<file path="config.mk">
export PLATFORM = sky130hd
export DESIGN_NAME = line_status_unit
export DESIGN_NICKNAME = d
export VERILOG_FILES = /design/src/rtl/lsr_pkg.sv /design/src/rtl/lsr_rx_fifo.sv /design/src/rtl/lsr_rx_admit.sv /design/src/rtl/lsr_tx_flags.sv /design/src/rtl/line_status_unit.sv
export SDC_FILE = /design/constraint.sdc
export NUM_CORES = 1
export LEC_CHECK = 0
export BUFFER_PORTS_ARGS = -buffer_cell sky130_fd_sc_hd__buf_2
export CAP_MARGIN = 10
export CORE_MARGIN = 2
export CORE_UTILIZATION = 63
export CTS_CLUSTER_SIZE = 10
export DETAILED_ROUTE_END_ITERATION = 8
export GPL_TIMING_DRIVEN = 0
export HOLD_SLACK_MARGIN = 0.03
export PLACE_DENSITY = 0.8
export SYNTH_ARGS = -nofsm -noshare
export SYNTH_HDL_FRONTEND = slang
export SYNTH_SLANG_ARGS = --single-unit
</file>
<file path="constraint.sdc">
create_clock -name clk_i -period 4.2 [get_ports clk_i]
set_input_delay 0.42 -clock clk_i [delete_from_list [all_inputs] [get_ports clk_i]]
set_output_delay 0.42 -clock clk_i [all_outputs]
set_load 0.005 [all_outputs]
</file>
<file path="src/rtl/lsr_pkg.sv">
package lsr_pkg;

    localparam int BYTE_W = 8;

    typedef struct packed {
        logic              brk;
        logic              frm;
        logic              par;
        logic [BYTE_W-1:0] data;
    } rx_entry_t;

    typedef struct packed {
        logic b7;
        logic temt;
        logic thre;
        logic brk;
        logic frm;
        logic par;
        logic ovr;
        logic dr;
    } lsr_t;

    localparam int ENTRY_W = $bits(rx_entry_t);

    function automatic lsr_t build_lsr(input logic dr, input logic ovr,
                                       input rx_entry_t head,
                                       input logic thre, input logic temt);
        lsr_t r;
        r.dr   = dr;
        r.ovr  = ovr;
        r.par  = dr & head.par;
        r.frm  = dr & head.frm;
        r.brk  = dr & head.brk;
        r.thre = thre;
        r.temt = temt;
        r.b7   = 1'b0;
        return r;
    endfunction

endpackage

</file>
<file path="src/rtl/lsr_rx_fifo.sv">
module lsr_rx_fifo
    import lsr_pkg::*;
#(
    parameter int DEPTH = 128,
    localparam int AW = $clog2(DEPTH),
    localparam int CW = $clog2(DEPTH + 1)
) (
    input  logic      clk_i,
    input  logic      rst_i,
    input  logic      push_i,
    input  rx_entry_t wdata_i,
    input  logic      pop_i,
    output rx_entry_t head_o,
    output logic [CW-1:0] count_o,
    output logic      full_o
);

    rx_entry_t       mem [DEPTH];
    logic [AW-1:0]   wr_ptr, rd_ptr;
    logic [CW-1:0]   count;
    logic            do_push, do_pop;

    localparam logic [AW-1:0] LAST = AW'(DEPTH - 1);

    assign full_o  = (count == CW'(DEPTH));
    assign do_push = push_i && !full_o;
    assign do_pop  = pop_i && (count != '0);

    always_ff @(posedge clk_i) begin
        if (do_push) mem[wr_ptr] <= wdata_i;
    end

    always_ff @(posedge clk_i) begin
        if (rst_i) begin
            wr_ptr <= '0;
            rd_ptr <= '0;
            count  <= '0;
        end else begin
            if (do_push) wr_ptr <= (wr_ptr == LAST) ? '0 : wr_ptr + 1'b1;
            if (do_pop)  rd_ptr <= (rd_ptr == LAST) ? '0 : rd_ptr + 1'b1;
            case ({do_push, do_pop})
                2'b10:   count <= count + 1'b1;
                2'b01:   count <= count - 1'b1;
                default: count <= count;
            endcase
        end
    end

    assign head_o  = mem[rd_ptr];
    assign count_o = count;

endmodule

</file>
<file path="src/rtl/lsr_rx_admit.sv">
module lsr_rx_admit (
    input  logic clk_i,
    input  logic rst_i,
    input  logic done_i,
    input  logic brk_i,
    input  logic line_i,
    input  logic full_i,
    input  logic lsr_rd_i,
    output logic push_o,
    output logic ovr_o
);

    logic armed_q, ovr_q, accept;

    // a break character counts only while capture is armed
    assign accept = done_i && (!brk_i || armed_q);
    assign push_o = accept && !full_i;

    always_ff @(posedge clk_i) begin
        if (rst_i) begin
            armed_q <= 1'b1;
            ovr_q   <= 1'b0;
        end else begin
            if (done_i && brk_i && armed_q) armed_q <= 1'b0;
            else if (line_i)                armed_q <= 1'b1;

            if (accept && full_i) ovr_q <= 1'b1;
            else if (lsr_rd_i)    ovr_q <= 1'b0;
        end
    end

    assign ovr_o = ovr_q;

endmodule

</file>
<file path="src/rtl/lsr_tx_flags.sv">
module lsr_tx_flags #(
    parameter int CW = 8
) (
    input  logic          clk_i,
    input  logic          rst_i,
    input  logic          wr_i,
    input  logic [CW-1:0] level_i,
    input  logic          busy_i,
    output logic          thre_o,
    output logic          temt_o
);

    logic q_empty;
    assign q_empty = (level_i == '0) && !wr_i;

    always_ff @(posedge clk_i) begin
        if (rst_i) begin
            thre_o <= 1'b1;
            temt_o <= 1'b1;
        end else begin
            thre_o <= q_empty;
            temt_o <= q_empty && !busy_i;
        end
    end

endmodule

</file>
<file path="src/rtl/line_status_unit.sv">
module line_status_unit
    import lsr_pkg::*;
#(
    parameter int DEPTH = 128,
    localparam int CW = $clog2(DEPTH + 1)
) (
    input  logic          clk_i,
    input  logic          rst_i,
    input  logic          rx_done_i,
    input  logic [7:0]    rx_data_i,
    input  logic          rx_par_bad_i,
    input  logic          rx_stop_bad_i,
    input  logic          rx_brk_i,
    input  logic          rx_line_i,
    input  logic          rx_rd_i,
    input  logic          lsr_rd_i,
    input  logic          tx_wr_i,
    input  logic [CW-1:0] tx_level_i,
    input  logic          tsr_busy_i,
    output logic [7:0]    rx_head_o,
    output logic [CW-1:0] rx_level_o,
    output logic [7:0]    lsr_o
);

    rx_entry_t wentry, head;
    logic      push, full, ovr, thre, temt, dr;
    lsr_t      status;

    assign wentry = '{brk: rx_brk_i, frm: rx_stop_bad_i,
                      par: rx_par_bad_i, data: rx_data_i};

    lsr_rx_admit admit_i (
        .clk_i(clk_i), .rst_i(rst_i), .done_i(rx_done_i), .brk_i(rx_brk_i),
        .line_i(rx_line_i), .full_i(full), .lsr_rd_i(lsr_rd_i),
        .push_o(push), .ovr_o(ovr)
    );

    lsr_rx_fifo #(.DEPTH(DEPTH)) fifo_i (
        .clk_i(clk_i), .rst_i(rst_i), .push_i(push), .wdata_i(wentry),
        .pop_i(rx_rd_i), .head_o(head), .count_o(rx_level_o), .full_o(full)
    );

    lsr_tx_flags #(.CW(CW)) tx_i (
        .clk_i(clk_i), .rst_i(rst_i), .wr_i(tx_wr_i), .level_i(tx_level_i),
        .busy_i(tsr_busy_i), .thre_o(thre), .temt_o(temt)
    );

    assign dr        = (rx_level_o != '0);
    assign status    = build_lsr(dr, ovr, head, thre, temt);
    assign lsr_o     = status;
    assign rx_head_o = head.data;

endmodule

</file>
==> impl_metrics.yaml <==
timing:
  max_slew_margin: -0.0526
  slew_violations: 22
  fmax_mhz: 230
  fin_ws_ns: -0.157
  fin_crit_sh: 1.04
  worstMarginPinSlew_ns: 1.58
  period_needed_ns: 4.36
  hold_ws_ns: 0.0764
  setup-violations-final: 20
  grt_setup_unrepaired: "yes"
  hold_violations: 0
  finalClockSkew_ns: 0.0404
grt:
  antenna_found_initial: 9
  overflow: 0
  grt.total_usage: 0.365
  grtUsageMet1: 0.472
  grt.busiest_layer: "met2"
  grt_pass1_vias: 30300
  grtUsageMet3: 0.112
  grt_pass1_wl_um: 227000
  grt_max_degree: 93
  met2_usage: 0.550
clock_network:
  cts.path.max_buffers: 3
  cts_tree: "built"
  clockRootBuffer: "clkbuf_16"
  clkTransAtPathRegs_ns: 0.06
  cts_buffers: 162
  cts_max_level: 4
  clk_latency_ns: 0.80
  cts_sinks: 1441
logic_synthesis:
  yosysTopAreaCell: "edfxtp_1"
  synth_cell_types: 60
  netlist_instances: 2496
  avgSynthCellArea_um2: 22.3
  syn_area_um2: 55700
  syn_nets: 2527
  yosysWarnings: 0
  synthArstFlopShare: 0
  synthTopCellsByArea: "edfxtp_1 (76%), mux4_2 (16%), dfxtp_1 (1.2%), nor2_1 (1.1%), a22oi_1 (0.75%)"
  synth-edff-count: 1408
  synth_seq_cells: 1441
  yosysSeqAreaShare: 0.771
  synth_flop_cell: "edfxtp_1"
  synthDominantCellAreaShare: 0.759
pwr:
  ir_worst_vdd_mv: 0.656
  power_density_nw_per_um2: 582
  p_leak_nw: 19.5
route:
  ant_nets: 0
  wl_um: 163000
  drtIter0Drc: 6034
  post_drt_wl_per_cell_um: 41.0
  drc_errors: 0
  vias: 30200
  dr.pass1.iters: 7
  avgViaCountPerCell: 7.59
critical_path:
  worstPathRequired_ns: 3.78
  cp-endpoint: "lsr_o[4]"
  r2r_start: "fifo_i.count_o[0]"
  critPathCaptureType: "output pin"
  path_common_cell: "buf_12"
  crit_fanout: 10
  criticalPathCategory: "register to output pin"
  reg2reg_depth: 9
  r2r_end: "fifo_i.mem[42][5]"
  start_kind: "register"
  path_cells: "buf_12, buf_12, buf_16, buf_16, nor2_1, buf_6, buf_12, a22oi_1, nand2_1, a22o_1, a211oi_2, o22ai_2, buf_2"
  max_stage_delay_ns: 0.41
  crit_slowest_cell: "dfxtp_2"
  critPathArrivalTime_ns: 3.94
  r2r_setup_slack_ns: -0.05
placement:
  io_buffers: 49
  place_inst: 3722
  dpl_worst_slack_ns: -0.443
  hpwl_um: 92400
  place_congestion: 0.957
floorplanning:
  die-area_um2: 90800
  start_util: 0.633
  coreArea_um2: 88000
  rows: 109
  die_h_um: 301
  die_x_um: 301
  ios: 51
cells_and_area:
  drive_gt1_frac: 0.316
  final_cell_mix: "edfxtp_1 (1,408), mux4_2 (408), clkbuf_16 (162)"
  fillerInstances: 4532
  nets: 2800
  layout_commonest_cell: "edfxtp_1"
  area_delta_synth_final_pct: 13.9
  stdcell_count: 3975
run_status:
  violations: "max-capacitance violations, max-slew violations, negative setup slack"
  status: "finished with violations"
job:
  max-cap-violations: 2
min_path:
  hp-class: "input pin to register"
## worst max-delay path, delay by kind of cell (launching register included)
kind	cells	cell delay, ns
AO/OA/AOI/OAI	4	1.07
AND/OR/NAND/NOR	2	0.30
buffers and inverters	7	1.33
flip-flops	1	0.41
## cell families after synthesis
group / share of synthesized area
muxes: 0.169
DFF: 0.771
xor gates and xnor gates: 0.00189
adders and majority gates: 0.000898
buffers and inverters: 0.0132
other: 0.0000673
and+or+nand+nor: 0.0231
AOI/OAI and AO/OA: 0.0209
## metrics by stage
step / power (W) / cell area (µm²) / util / TNS [ns]
after floorplan: 0.0209 / 55700 / - / 0
after global placement: 0.0233 / 57400 / 0.653 / -483.88
after detailed placement: 0.0235 / 57800 / 0.657 / -63.01
after CTS: 0.0363 / 62800 / 0.713 / 0
after global routing: 0.0375 / 63500 / 0.721 / -6.12
final: 0.0370 / 63500 / 0.721 / -0.955
## cell type report
class                           instances  area (µm²)  area share
Sequential cell                      1441       42900       0.677
Multi-Input combinational cell        904       12400       0.196
Clock buffer                          186        4140      0.0653
Tap cell                             1165        1460      0.0230
Buffer                                138        1100      0.0173
Timing Repair Buffer                  112        1090      0.0171
Clock inverter                         15         274     0.00432
Inverter                               10        40.0    0.000631
Antenna cell                            4        10.0    0.000158
## cell usage after synthesis, types with 2 or more instances
cell	instances
a21boi_0	4
nor3_1	6
o21ai_1	9
buf_1	22
nand4_1	4
mux4_2	408
a22o_1	11
nand2_1	52
and3_1	3
xor2_1	10
ha_1	4
nand2b_1	7
nand2_4	2
nor3b_1	3
and3b_1	2
edfxtp_1	1408
inv_1	9
a22oi_1	56
xnor2_1	2
o211ai_1	9
nor2_1	163
a211oi_1	6
mux2i_1	20
buf_2	39
a32oi_1	2
nand3b_1	2
o21ai_0	11
a221oi_1	8
buf_6	8
or3_1	6
o22ai_1	11
nor2b_1	14
dfxtp_1	33
mux2_1	3
nand3_1	12
o41ai_1	2
nor4_1	2
clkbuf_1	56
buf_4	16
a21o_1	4
and2_1	2
a21oi_1	27
## what timing repair did
item,4_1_cts,5_1_grt
endpoints found under the hold margin,6,0
pin swaps,1,14
resized for setup,184,87
setup buffers,0,8
hold buffers,8,0
endpoints found under the setup margin,23,385
## power breakdown
group          internal, W  leakage, nW  switching [W]
sequential          0.0159         12.9      0.0000817
clock              0.00701         2.15        0.00565
combinational      0.00364         4.41        0.00470
total               0.0265         19.5         0.0104
## flip-flops by register name, summed over array words and instances (netlist names), named ones only
| name | count |
|---|---|
| admit_i.armed_q | 1 |
| admit_i.ovr_o | 1 |
| fifo_i.count_o | 8 |
| fifo_i.mem | 1408 |
| fifo_i.rd_ptr | 7 |
| fifo_i.wr_ptr | 7 |
| tx_i.temt_o | 1 |
| tx_i.thre_o | 1 |
## routing by layer
layer | vias up | part of all wire
li1 | 11000 | -
met5 | - | 0.00091
met4 | 14 | 0.073
met3 | 722 | 0.14
met1 | 15200 | 0.32
met2 | 3261 | 0.47
## worst min-delay path by stage
stage | from | endpoint | slack (ns) | cells past startpoint
floorplan | admit_i.ovr_o | admit_i.ovr_o | 0.45 | 2
CTS | rx_rd_i | fifo_i.rd_ptr[0] | 0.05 | 4
finish | rx_rd_i | fifo_i.rd_ptr[0] | 0.08 | 4
detailed placement | admit_i.ovr_o | admit_i.ovr_o | 0.50 | 2
global placement | admit_i.ovr_o | admit_i.ovr_o | 0.47 | 2
global route | rx_rd_i | fifo_i.rd_ptr[0] | 0.11 | 4
No activity file was read; power rests on OpenSTA's default activity.
